### config.mk
export PLATFORM = sky130hd
export DESIGN_NAME = lrf_fetch_arb
export DESIGN_NICKNAME = d
export VERILOG_FILES = /design/src/rtl/lrf_fetch_pkg.sv /design/src/rtl/lrf_pick.sv /design/src/rtl/lrf_reorder.sv /design/src/rtl/lrf_group_arb.sv /design/src/rtl/lrf_fetch_arb.sv
export SDC_FILE = /design/constraint.sdc
export NUM_CORES = 1
export LEC_CHECK = 0
export BUFFER_PORTS_ARGS = -buffer_cell sky130_fd_sc_hd__buf_2
export CORE_ASPECT_RATIO = 1.4
export CORE_MARGIN = 3
export CORE_UTILIZATION = 45
export CTS_BUF_LIST = sky130_fd_sc_hd__clkbuf_16
export DETAILED_ROUTE_END_ITERATION = 7
export GPL_ROUTABILITY_DRIVEN = 0
export PLACE_DENSITY = 0.67
export RECOVER_POWER = 25
export SLEW_MARGIN = 30
export SYNTH_ARGS = -nofsm -noshare
export SYNTH_HDL_FRONTEND = slang
export SYNTH_SLANG_ARGS = --single-unit
### constraint.sdc
create_clock -name clk -period 3.8 [get_ports clk]
set_input_delay 0.19 -clock clk [delete_from_list [all_inputs] [get_ports clk]]
set_output_delay 0.19 -clock clk [all_outputs]
set_load 0.05 [all_outputs]
### src/rtl/lrf_fetch_pkg.sv
package lrf_fetch_pkg;
  parameter int unsigned DEF_NUM_GROUPS = 2;
  parameter int unsigned DEF_GROUP_SIZE = 4;
endpackage

### src/rtl/lrf_pick.sv
// Scans the recency list from oldest to newest and picks the first ready strand.
module lrf_pick #(
  parameter int unsigned GS = 4,
  localparam int unsigned IW = $clog2(GS)
) (
  input  logic [GS-1:0]         rdy,
  input  logic [GS-1:0][IW-1:0] order,
  output logic [GS-1:0]         gnt,
  output logic                  vld,
  output logic [IW-1:0]         pos
);
  always_comb begin
    gnt = '0;
    vld = 1'b0;
    pos = '0;
    for (int p = 0; p < GS; p++) begin
      if (!vld && rdy[order[p]]) begin
        vld = 1'b1;
        pos = IW'(p);
        gnt[order[p]] = 1'b1;
      end
    end
  end
endmodule

### src/rtl/lrf_reorder.sv
// Moves the picked entry to the newest slot; entries behind it shift toward the oldest end.
module lrf_reorder #(
  parameter int unsigned GS = 4,
  localparam int unsigned IW = $clog2(GS)
) (
  input  logic [GS-1:0][IW-1:0] order,
  input  logic                  vld,
  input  logic [IW-1:0]         pos,
  output logic [GS-1:0][IW-1:0] order_nxt
);
  always_comb begin
    order_nxt = order;
    if (vld) begin
      for (int p = 0; p < GS - 1; p++) begin
        if (p >= int'(pos)) order_nxt[p] = order[p+1];
      end
      order_nxt[GS-1] = order[pos];
    end
  end
endmodule

### src/rtl/lrf_group_arb.sv
module lrf_group_arb #(
  parameter int unsigned GS = 4,
  localparam int unsigned IW = $clog2(GS)
) (
  input  logic          clk,
  input  logic          rst_n,
  input  logic [GS-1:0] rdy,
  output logic [GS-1:0] gnt,
  output logic          vld
);
  logic [GS-1:0][IW-1:0] order_q;
  logic [GS-1:0][IW-1:0] order_d;
  logic [IW-1:0]         pick_pos;

  lrf_pick #(.GS(GS)) u_pick (
    .rdy   (rdy),
    .order (order_q),
    .gnt   (gnt),
    .vld   (vld),
    .pos   (pick_pos)
  );

  lrf_reorder #(.GS(GS)) u_reorder (
    .order     (order_q),
    .vld       (vld),
    .pos       (pick_pos),
    .order_nxt (order_d)
  );

  // oldest-to-newest follows strand numbering after reset
  always_ff @(posedge clk) begin
    if (!rst_n) begin
      for (int p = 0; p < GS; p++) order_q[p] <= IW'(p);
    end else begin
      order_q <= order_d;
    end
  end

  // Checker-side helpers
  logic [GS-1:0] seen;
  logic [GS-1:0] newest_oh;
  always_comb begin
    seen = '0;
    for (int p = 0; p < GS; p++) seen[order_q[p]] = 1'b1;
    newest_oh = '0;
    newest_oh[order_q[GS-1]] = 1'b1;
  end

  p_onehot_grant_r2: assert property (@(posedge clk) disable iff (!rst_n)
    $onehot0(gnt));
  p_grant_ready_r2: assert property (@(posedge clk) disable iff (!rst_n)
    (gnt & ~rdy) == '0);
  p_valid_any_r8: assert property (@(posedge clk) disable iff (!rst_n)
    vld == (|rdy));
  p_idle_hold_r8: assert property (@(posedge clk) disable iff (!rst_n)
    !vld |=> $stable(order_q));
  p_perm_r7: assert property (@(posedge clk) disable iff (!rst_n)
    $countones(seen) == GS);
  p_sole_r4: assert property (@(posedge clk) disable iff (!rst_n)
    ($countones(rdy) == 1) |-> (gnt == rdy));
  p_newest_r3: assert property (@(posedge clk) disable iff (!rst_n)
    vld |=> (newest_oh == $past(gnt)));
endmodule

### src/rtl/lrf_fetch_arb.sv
module lrf_fetch_arb #(
  parameter int unsigned NUM_GROUPS = lrf_fetch_pkg::DEF_NUM_GROUPS,
  parameter int unsigned GROUP_SIZE = lrf_fetch_pkg::DEF_GROUP_SIZE,
  localparam int unsigned NUM_STRANDS = NUM_GROUPS * GROUP_SIZE
) (
  input  logic                   clk,
  input  logic                   rst_n,
  input  logic [NUM_STRANDS-1:0] fetch_rdy_i,
  output logic [NUM_STRANDS-1:0] grant_o,
  output logic [NUM_GROUPS-1:0]  grant_vld_o
);
  // each group is a separate instance with no shared state
  for (genvar g = 0; g < NUM_GROUPS; g++) begin : g_grp
    lrf_group_arb #(.GS(GROUP_SIZE)) u_grp (
      .clk   (clk),
      .rst_n (rst_n),
      .rdy   (fetch_rdy_i[g*GROUP_SIZE +: GROUP_SIZE]),
      .gnt   (grant_o[g*GROUP_SIZE +: GROUP_SIZE]),
      .vld   (grant_vld_o[g])
    );
  end
endmodule

Yosys cells after proc, flatten, opt, wreduce, memory -nomap -nowiden. Cells that the tools add are included. Widths: inputs -> output; s select.

$lt $le $gt $ge: 24. Muxes and demuxes: 58. Bitwise operators: 6. Reductions and logical operators: 26.

Operators by type and width (count): $mux 4 (8); $lt 2x3->1 const B (10); $mux 1 (26); $or 4x4->4 (6); $bmux 1 s2 (8); $demux 1 s2 (8); $ge 2x1->1 const B (8); $logic_and 1x1->1 (14); $mux 2 (6); $reduce_and 2->1 (6); $bmux 2 s2 (2); $ge 1x2->1 const A (4); $logic_not 1->1 (6); $ge 2x2->1 const A (2).

Bits in registers: 16. Logic and storage cells: 122.

Logic depth before layout (Yosys ltp). Gate-level depths: netlist (run 1).

Word-level depth: 14. Gate-level depth with buffers: 6. Gate-level depth less buffers: 4.

Hierarchy. A second synthesis (run 1) with hierarchy kept.

Cell total of the unflattened synthesis: 164. Area, all modules: 1473.9 um^2.

By module, submodules not included: lrf_pick (instances 2, cells an instance 47, area an instance 362.8 um^2, sequential area each 0.0 um^2); lrf_group_arb (instances 2, cells an instance 16, area an instance 210.2 um^2, sequential area each 160.2 um^2); lrf_reorder (instances 2, cells an instance 19, area an instance 163.9 um^2, sequential area each 0.0 um^2).

Worst setup path after synthesis (run 1). No wires, ideal clock.

Kind: register to output. From: reg g_grp[0].u_grp.order_q[4] (netlist bit). To: out grant_o[0]. Data arrival time: 2.817 ns. Path slack: 0.793 ns. Stages on the path, launching flop included: 5. Path buffers: 1. Cells stage by stage: dfxtp_1 -> clkbuf_1 -> mux4_2 -> or4b_4 -> o31ai_1.

Longest elaborated chain between the ends: 8.

Ends and longest elaborated chain: start, declared (line lrf_group_arb.sv:11) `logic [GS-1:0][IW-1:0] order_q;`; start signal, assigned (line lrf_group_arb.sv:35) `order_q <= order_d;`; $lt 2x3->1 or $ge 2x1->1 (tied branches); $logic_and 1x1->1; $mux 1; $demux 1 s2; $or 4x4->4 (no line); $mux 4 (line lrf_pick.sv:17) `if (!vld && rdy[order[p]]) begin`; $or 4x4->4 (no line); $mux 4 (*) (line lrf_pick.sv:17); end, declared (line lrf_fetch_arb.sv:9) `output logic [NUM_STRANDS-1:0] grant_o,`.

Mark *: on every way between the ends. The rest lies on a longest branch, timed or not. The select of a mux whose other input is x is not followed.

Worst setup path after layout (run 1).
From: reg g_grp[0].u_grp.order_q[0] (netlist bit). To: out grant_o[0].

Longest elaborated chain between the ends: 12.

Ends and longest elaborated chain (line): parallel branches: the longest is 11 deep, another holds $lt 2x3->1; $mux 4 (*) (lrf_pick.sv:17).

Mark *: on every way between the ends. The select of a mux whose other input is x is not followed.

==> results.toml, run 1 <==
[floorplanning]
die_y_um = 70.5
design.portCount = 20
floorplan.initialDensity = 0.491
rows = 22
floorplan.die_area_um2 = 3670
coreArea_um2 = 2730
die_w_um = 52.1

[cts]
num_cts_buffers = 3
cts_h_tree_depth = 1
clk_pin_slew_ps = 50
post_cts.repair.setup_buffers = 0
ctsRootBufferMaster = "sky130_fd_sc_hd__clkbuf_16"
clkSinkCount = 16
number_of_buffers_inserted_by_hold_repair_at_cts = 0
clock_insertion_delay_worst_skew_ps = 240
cts_max_path_buffers = 2
cts_tree = "done"
cts_resized = 0

[worst_hold_path]
worstHoldStart = "rst_n"
worst_hold_path_endpoint = "g_grp[1].u_grp.order_q[5]"
worst_hold_path_type = "in -> reg"
worst_hold_path.num_cells = 2

[timing]
timing.final.hold_violations = 0
rsz0062_at_grt = "false"
finalClockSkew_ps = 2.27
worstMarginPinSlew_ps = 420
final.period_utilization = 0.732
hold_ws_ps = 264
totalNegativeSetupSlack_ps = 0
slew_headroom = 0.719
slew_violations = 0
min_period_ps = 2780
setup_viol = 0
achievable-frequency_mhz = 360

[placed_design]
place_hpwl_um = 2280
placedInstanceArea_um2 = 1390
port_buffers = 19

[detailed_routing]
totalWireLength_um = 3060
vias_per_cell = 6.41
iteration_0_drc_markers = 39
routedWlPerCell_um = 16.1
drtAntennaViolNets = 0
first_pass_iters = 4
num_vias = 1218
post-route-drc-count = 0

[grt]
vias_in_the_first_global_route = 1076
globalRouteTotalUtil = 0.176
grt_max_degree = 19
grt_first_pass_wirelength_um = 5070
grt_overflow = 0
grt_antenna_before_repair = 0

[logic_synthesis]
postSynthCellCount = 149
synth.yosys.warnings = 0
synthDominantCellAreaShare = 0.239
synth_top_area_cell = "sky130_fd_sc_hd__dfxtp_1"
post_synth_instance_area_um2 = 1340
synth.ff_latch_count = 16
syn_avg_cell_area_um2 = 8.99
synth.area.top_cells = "sky130_fd_sc_hd__dfxtp_1 (24%), sky130_fd_sc_hd__mux4_2 (13%), sky130_fd_sc_hd__mux2i_1 (11%), sky130_fd_sc_hd__o21ai_0 (3.7%), sky130_fd_sc_hd__nor2b_1 (3.3%)"
syn_nets = 159
most_frequently_used_flop_master_after_synthesis = "sky130_fd_sc_hd__dfxtp_1"
synth_edf_count = 0
ys_seq_area_frac = 0.239
synthDistinctLibCells = 45
fraction_of_synthesis_flops_using_an_asynchronous_set_or_reset_pin = 0

[setup_path]
worstReg2RegStart = "g_grp[1].u_grp.order_q[0]"
critPathSlowestCell = "sky130_fd_sc_hd__mux4_2"
critical_path.startpoint_type = "flip-flop"
critical_path.endpoint_type = "output port"
path_type_of_the_worst_setup_path = "reg -> out"
r2r_setup_slack_ps = 1650
critical_path_required_ps = 3610
crit_arrival_ps = 2590
cpPeakStageDelay_ps = 720
depth_of_the_most_critical_reg_to_reg_path = 4
worstPathCellList = "mux4_2 -> or4b_4 -> o31ai_1 -> buf_2"
critical_path_buf_inv_count = 1
path_max_fanout = 15
delay_heaviest_family_cp = "multiplexers"
critical_path_depth = 4

[layout]
nNetsFinal = 166
final_layout_size_suffix_gt1_frac = 0.253
syn2layout_area_growth_pct = 9.25
filler_cell_count = 255
design_area_um2 = 1460
diodes = 0

[power]
total_power_uw = 792
power-per-cell-area_nw_per_um2 = 541
ir_worst_vdd_mv = 0.343
power_leakage_uw = 0.000565

[status]
status = "finished, final reports clean"

[job]
max_cap_viol_count = 0
==> cell type report <==
type / count / area (um2) / area share
Multi-Input combinational cell: 111 / 908 / 0.621
Sequential cell: 16 / 320 / 0.219
Timing Repair Buffer: 19 / 95.1 / 0.0650
Inverter: 5 / 18.8 / 0.0128
Clock buffer: 3 / 75.1 / 0.0513
Tap cell: 36 / 45.0 / 0.0308
==> cell usage after synthesis (all sizes together), types with 2 or more instances <==
cell type,count
nor4,2
nor3b,4
clkbuf,9
buf,8
mux4,8
dfxtp,16
a31oi,2
nor4b,2
o32a,2
nand3,2
mux2i,15
a31o,2
nand2,11
nor2b,7
nor3,8
nor2,7
nand2b,2
inv,5
o211ai,2
a21boi,2
o21ai,10
a22oi,2
o32ai,3
o31a,3
a211o,2
==> report_power, final <==
part / leakage [uW] / switching [uW] / internal (uW)
clock: 0.0000370 / 56.4 / 137
sequential: 0.000133 / 67.9 / 199
combinational: 0.000394 / 192 / 139
==> per-stage QoR <==
stage	instances	util	worst slack [ps]
2_1_floorplan	149	-	793
3_3_place_gp	187	0.509	1300
3_5_place_dp	187	0.509	1300
4_1_cts	190	0.537	1030
5_1_grt	190	0.537	893
6_report	190	0.537	1020
==> layout by cell type (no fill, tap or decap), types with 2 or more instances in the layout <==
cell type and instances:
sky130_fd_sc_hd__buf_2 19, sky130_fd_sc_hd__dfxtp_1 16, sky130_fd_sc_hd__mux2i_1 15, sky130_fd_sc_hd__nand2_1 11
sky130_fd_sc_hd__o21ai_0 10, sky130_fd_sc_hd__mux4_2 8, sky130_fd_sc_hd__nor3_1 7, sky130_fd_sc_hd__nor2_1 7
sky130_fd_sc_hd__nor2b_1 7, sky130_fd_sc_hd__inv_1 5, sky130_fd_sc_hd__o32ai_1 3, sky130_fd_sc_hd__o31a_1 3
sky130_fd_sc_hd__clkbuf_16 3, sky130_fd_sc_hd__nor4_1 2, sky130_fd_sc_hd__nand2b_1 2, sky130_fd_sc_hd__nor3b_2 2
sky130_fd_sc_hd__nor3b_1 2, sky130_fd_sc_hd__nand3_1 2, sky130_fd_sc_hd__o211ai_1 2, sky130_fd_sc_hd__a31o_2 2
sky130_fd_sc_hd__a31oi_1 2, sky130_fd_sc_hd__a21boi_0 2, sky130_fd_sc_hd__a22oi_1 2
==> how the worst max path moves through the flow <==
stage	start	to	slack, ps
after floorplan	g_grp[0].u_grp.order_q[4]	grant_o[0]	790
after global placement	g_grp[0].u_grp.order_q[0]	grant_o[0]	1300
after detailed placement	g_grp[1].u_grp.order_q[0]	grant_o[6]	1300
after CTS	g_grp[0].u_grp.order_q[0]	grant_o[0]	1030
after global routing	g_grp[0].u_grp.order_q[0]	grant_o[0]	890
final	g_grp[0].u_grp.order_q[0]	grant_o[0]	1020
==> routing by layer <==
metal  track usage  wire (um)  part of all wire
met5             0          0                 0
met4        0.0641         56             0.018
met3        0.0211        150             0.049
met2         0.305       1600              0.52
met1         0.218       1250              0.41
==> cells by family (layout without fill, tap and decap cells) <==
| logic type | Yosys count | after routing | synth area share |
|---|---|---|---|
| AO/OA/AOI/OAI | 38 | 38 | 0.210 |
| buffers and inverters | 22 | 27 | 0.0822 |
| flip-flops | 16 | 16 | 0.239 |
| multiplexers | 23 | 23 | 0.247 |
| AND/OR/NAND/NOR | 50 | 50 | 0.221 |
(Power assumes the default switching activity.)
==> run 2, diff against run 1 <==
--- a/config.mk
+++ b/config.mk
@@ -12,7 +12,7 @@
 export CTS_BUF_LIST = sky130_fd_sc_hd__clkbuf_16
 export DETAILED_ROUTE_END_ITERATION = 7
 export GPL_ROUTABILITY_DRIVEN = 0
-export PLACE_DENSITY = 0.67
+export PLACE_DENSITY = 0.7
 export RECOVER_POWER = 25
 export SLEW_MARGIN = 30
 export SYNTH_ARGS = -nofsm -noshare
==> constraint.sdc (replaced) <==
create_clock -name clk -period 2.2 [get_ports clk]
set_input_delay 0.11 -clock clk [delete_from_list [all_inputs] [get_ports clk]]
set_output_delay 0.11 -clock clk [all_outputs]
set_load 0.05 [all_outputs]
==> run 2 against run 1 <==
Compared with the run above:
- cell count grew 10%
- critical endpoint is now grant_o[2]
- sequential share of layout area shrank 2.8 points
- global-route usage up 2.8 points
- power is 99% higher
- hold slack worse by 100 ps
- core utilization is 9.2 points higher
==> results.toml, run 2 (synthesis results as in run 1) <==
[cts]
ctsRootBufferMaster = "sky130_fd_sc_hd__clkbuf_16"
clock_insertion_delay_worst_skew_ps = 250
post_cts.repair.setup_buffers = 0
clk_pin_slew_ps = 50
clkSinkCount = 16
number_of_buffers_inserted_by_hold_repair_at_cts = 0
num_cts_buffers = 3
cts_max_path_buffers = 2
cts_h_tree_depth = 1
cts_tree = "done"

[floorplanning]
floorplan.initialDensity = 0.491
floorplan.die_area_um2 = 3670
rows = 22
die_w_um = 52.1
coreArea_um2 = 2730
design.portCount = 20
die_y_um = 70.5

[timing]
finalClockSkew_ps = 4.74
setup_viol = 0
totalNegativeSetupSlack_ps = 0
timing.final.hold_violations = 0
min_period_ps = 2180
slew_violations = 0
worstMarginPinSlew_ps = 323
rsz0062_at_grt = "true"
final.period_utilization = 0.993
worst_slack_ps = 16.4
slew_headroom = 0.783
achievable-frequency_mhz = 458

[grt]
grt_max_degree = 19
vias_in_the_first_global_route = 1284
grt_first_pass_wirelength_um = 5820
grt_antenna_before_repair = 0
globalRouteTotalUtil = 0.204
grt_overflow = 0

[power]
power_leakage_uw = 0.000679
pwr-share-seq = 0.263
ir_worst_vdd_mv = 0.582
total_power_uw = 1580
power.share.combinational = 0.509
internal_power_uw = 955
sw_frac_of_total = 0.395
power-per-cell-area_nw_per_um2 = 921
power.switching_uw = 625
clkPwrFrac = 0.227

[placed_design]
placedInstanceArea_um2 = 1550
place_hpwl_um = 2590
placedCellCount = 205
post-place-ws_ps = 145
port_buffers = 19

[detailed_routing]
post-route-drc-count = 0
vias_per_cell = 6.27
num_vias = 1310
totalWireLength_um = 3500
drtAntennaViolNets = 0
iteration_0_drc_markers = 22
first_pass_iters = 4
routedWlPerCell_um = 16.8

[setup_path]
path_max_fanout = 2
critical_path.endpoint_type = "output port"
worstPathCellList = "mux4_2 -> or4b_4 -> nor2_2 -> a22o_2 -> buf_8"
worstReg2RegStart = "g_grp[1].u_grp.order_q[0]"
worst_setup_path_endpoint = "grant_o[2]"
critical_path.startpoint_type = "flip-flop"
delay_heaviest_family_cp = "simple AND/OR/NAND/NOR gates"
critical_path_buf_inv_count = 1
critical_path_depth = 5
r2r_setup_slack_ps = 360
path_type_of_the_worst_setup_path = "reg -> out"
crit_arrival_ps = 2070
cpPeakStageDelay_ps = 580
critical_path_required_ps = 2090
critPathSlowestCell = "sky130_fd_sc_hd__or4b_4"
depth_of_the_most_critical_reg_to_reg_path = 5
critPathLaunch = "g_grp[0].u_grp.order_q[0]"

[layout]
final_common_cell = "sky130_fd_sc_hd__buf_4"
layout.cells.most_common_list = "sky130_fd_sc_hd__buf_4 (19), sky130_fd_sc_hd__mux2i_1 (15), sky130_fd_sc_hd__nand2_1 (11), sky130_fd_sc_hd__buf_2 (11)"
syn2layout_area_growth_pct = 28.0
diodes = 0
design_area_um2 = 1710
nNetsFinal = 184
final_layout_size_suffix_gt1_frac = 0.428
post_layout_nonfiller_instances = 209

[worst_hold_path]
worst_hold_path.num_cells = 2
worstHoldStart = "rst_n"
worst_hold_path_type = "in -> reg"

[status]
status = "finished, final reports clean"

[job]
max_cap_viol_count = 0
run 2: cell types whose count changed in the layout (fill, tap and decap cells not counted), moves of 2 or more:
cell                      previous run  this run
sky130_fd_sc_hd__buf_2              19        11
sky130_fd_sc_hd__buf_4               0        19
sky130_fd_sc_hd__buf_6               0         4
sky130_fd_sc_hd__buf_8               0         2
sky130_fd_sc_hd__dfxtp_1            16        10
sky130_fd_sc_hd__dfxtp_2             0         6
sky130_fd_sc_hd__nor2_1              7         5
sky130_fd_sc_hd__o31a_1              3         0
sky130_fd_sc_hd__o31a_2              0         3
run 2: worst min path at each step:
stage	end	slack, ps
global placement	g_grp[1].u_grp.order_q[5]	420
detailed placement	g_grp[1].u_grp.order_q[5]	430
floorplan	g_grp[1].u_grp.order_q[1]	240
CTS	g_grp[1].u_grp.order_q[5]	170
finish	g_grp[1].u_grp.order_q[5]	160
global route	g_grp[1].u_grp.order_q[5]	200
run 2: what timing repair did:
| action | 4_1_cts | 5_1_grt |
|---|---|---|
| pin swaps | 0 | 6 |
| gates cloned | 0 | 0 |
| setup endpoints to repair | 9 | 8 |
| resized for setup | 12 | 16 |
run 2: worst register-to-register path, stage by stage (launching register included):
cell and delay, ps:
sky130_fd_sc_hd__dfxtp_1 350, sky130_fd_sc_hd__mux4_2 520, sky130_fd_sc_hd__or3_4 430, sky130_fd_sc_hd__buf_4 180
sky130_fd_sc_hd__nor3b_1 180, sky130_fd_sc_hd__a31oi_1 60
run 2: per-stage QoR:
step           hold slack (ps)   util
4_1_cts                    174  0.610
3_3_place_gp               423  0.570
3_5_place_dp               432  0.570
6_report                   164  0.629
5_1_grt                    198  0.629
2_1_floorplan              238      -
run 2: layout make-up:
class                   instances  area [um2]
clock buffers                   3        75.1
clock inverters                 1        3.75
inverters                       5        18.8
multi-input cells             111         963
well taps                      36        45.0
fillers                       229        1010
flip-flops and latches         16         328
repair buffers                 37         280
run 2: power by group through the flow:
stage                     Sequential (uW)  Combinational, uW  Clock (uW)
after floorplan                       389                586           0
after global placement                413                726           0
after global routing                  425                864         378
after detailed placement              415                738           0
final                                 416                805         359
after CTS                             412                765         366
run 2: layer usage:
layer | vias to the layer above | GRT usage | wire length (um)
met3 | 13 | 0.0232 | 135
met2 | 44 | 0.358 | 1840
met5 | - | 0 | 0
met4 | 0 | 0.111 | 131
li1 | 614 | - | -
met1 | 639 | 0.232 | 1390
==> run 3, diff against run 2 <==
==> constraint.sdc (replaced) <==
create_clock -name clk -period 2.2 [get_ports clk]
set_input_delay 0.44 -clock clk [delete_from_list [all_inputs] [get_ports clk]]
set_output_delay 0.44 -clock clk [all_outputs]
set_load 0.05 [all_outputs]
==> run 3 against run 2 <==
Compared with the run above:
- the run now ends with negative setup slack left
- critical path depth decreased by 1
- register-to-register slack worse by 80 ps
- via count is 4.7% higher
- setup slack worse by 370 ps
- largest power group unchanged
- non-clock buffer count rose by 23
- count of clock-buffer cells in the layout unchanged
- hold slack improved by 340 ps
- cell count increased by 11%
- clock skew decreased by 3.5 ps
- maximum frequency down 14%
- largest cell class unchanged
==> results.toml, run 3 (synthesis results as in run 1) <==
[status]
status = "complete, but fails checks"
violations = "negative setup slack"

[grt]
grt_antenna_before_repair = 0
globalRouteTotalUtil = 0.226
vias_in_the_first_global_route = 1383
grt_overflow = 0
grt_first_pass_wirelength_um = 6290
grt_max_degree = 19

[detailed_routing]
vias_per_cell = 5.94
totalWireLength_um = 3850
drtAntennaViolNets = 0
iteration_0_drc_markers = 37
routedWlPerCell_um = 16.7
first_pass_iters = 4
post-route-drc-count = 0
num_vias = 1371

[floorplanning]
coreArea_um2 = 2730
floorplan.die_area_um2 = 3670
die_w_um = 52.1
floorplan.initialDensity = 0.491
design.portCount = 20
rows = 22
die_y_um = 70.5

[power]
power-per-cell-area_nw_per_um2 = 866
sw_frac_of_total = 0.386
power.switching_uw = 666
internal_power_uw = 1060
total_power_uw = 1730
power.share.combinational = 0.566
power_leakage_uw = 0.000844
clkPwrFrac = 0.199
ir_worst_vdd_mv = 0.515
pwr-share-seq = 0.235

[timing]
finalClockSkew_ps = 1.29
slew_headroom = 0.750
setup_viol = 10
achievable-frequency_mhz = 392
hold_ws_ps = 504
final.period_utilization = 1.16
totalNegativeSetupSlack_ps = -2880
slew_violations = 0
min_period_ps = 2550
timing.final.hold_violations = 0
worstMarginPinSlew_ps = 375
rsz0062_at_grt = "true"
worst_slack_ps = -351

[layout]
filler_cell_count = 182
nNetsFinal = 207
final_common_cell = "sky130_fd_sc_hd__buf_4"
syn2layout_area_growth_pct = 49.0
final_layout_size_suffix_gt1_frac = 0.508
layout.cells.most_common_list = "sky130_fd_sc_hd__buf_4 (37), sky130_fd_sc_hd__mux2i_1 (14), sky130_fd_sc_hd__nand2_1 (11), sky130_fd_sc_hd__dfxtp_1 (11), sky130_fd_sc_hd__buf_2 (9)"
diodes = 0

[setup_path]
cpPeakStageDelay_ps = 570
crit_arrival_ps = 2110
path_type_of_the_worst_setup_path = "reg -> out"
critPathLaunch = "g_grp[0].u_grp.order_q[2]"
critical_path_required_ps = 1760
worstReg2RegStart = "g_grp[0].u_grp.order_q[0]"
worstPathCellList = "mux4_2 -> or4b_4 -> o31ai_4 -> buf_6"
critical_path.endpoint_type = "output port"
critical_path.startpoint_type = "flip-flop"
path_max_fanout = 2
critical_path_buf_inv_count = 1
delay_heaviest_family_cp = "simple AND/OR/NAND/NOR gates"
critPathSlowestCell = "sky130_fd_sc_hd__or4b_4"

[placed_design]
port_buffers = 19
place_hpwl_um = 2920
post-place-ws_ps = -446

[cts]
num_cts_buffers = 3
clock_insertion_delay_worst_skew_ps = 240
cts_h_tree_depth = 1
cts_tree = "done"
ctsRootBufferMaster = "sky130_fd_sc_hd__clkbuf_16"
clk_pin_slew_ps = 50
cts_max_path_buffers = 2
number_of_buffers_inserted_by_hold_repair_at_cts = 0
clkSinkCount = 16

[job]
max_cap_viol_count = 0

[worst_hold_path]
worst_hold_path_type = "in -> reg"
worstHoldStart = "rst_n"
-- run 3: power by group through the flow --
stage	sequential (uW)	clock [uW]	combinational (uW)
after floorplan	392	0	622
after global placement	404	0	809
after detailed placement	403	0	828
after CTS	403	351	966
after global routing	413	361	1040
final	406	344	978
-- run 3: metal layers --
metal | share of wire | GRT usage
met4 | 0.031 | 0.117
met3 | 0.028 | 0.0168
met1 | 0.36 | 0.232
met2 | 0.58 | 0.432
met5 | 0 | 0
-- run 3: through the flow --
step / cells / util / instance area, um2
floorplan: 149 / - / 1450
global placement: 222 / 0.633 / 1720
detailed placement: 222 / 0.633 / 1720
CTS: 233 / 0.730 / 1990
global route: 231 / 0.732 / 1990
finish: 231 / 0.732 / 1990
-- run 3: path summary, 6_finish.rpt --
path                                                   to  slack [ps]  cells after the start
worst max-delay path                           grant_o[0]        -350                      4
worst min-delay path            g_grp[1].u_grp.order_q[5]         500                      2
worst max register to register  g_grp[0].u_grp.order_q[5]         280                      7
worst min register to register  g_grp[1].u_grp.order_q[2]         640                      3
-- run 3: repair_timing --
| action | 4_1_cts | 5_1_grt |
|---|---|---|
| resized for setup | 39 | 7 |
| setup endpoints to repair | 10 | 13 |
| cloned | 0 | 0 |
| pin swaps | 8 | 4 |
| setup buffers | 8 | 4 |
-- run 3: cell type report --
cell class | count | area [um2] | area share
Clock buffer | 3 | 75.1 | 0.0376
Inverter | 5 | 18.8 | 0.00941
Multi-Input combinational cell | 111 | 1030 | 0.516
Sequential cell | 16 | 327 | 0.164
Tap cell | 36 | 45.0 | 0.0226
Timing Repair Buffer | 60 | 499 | 0.250
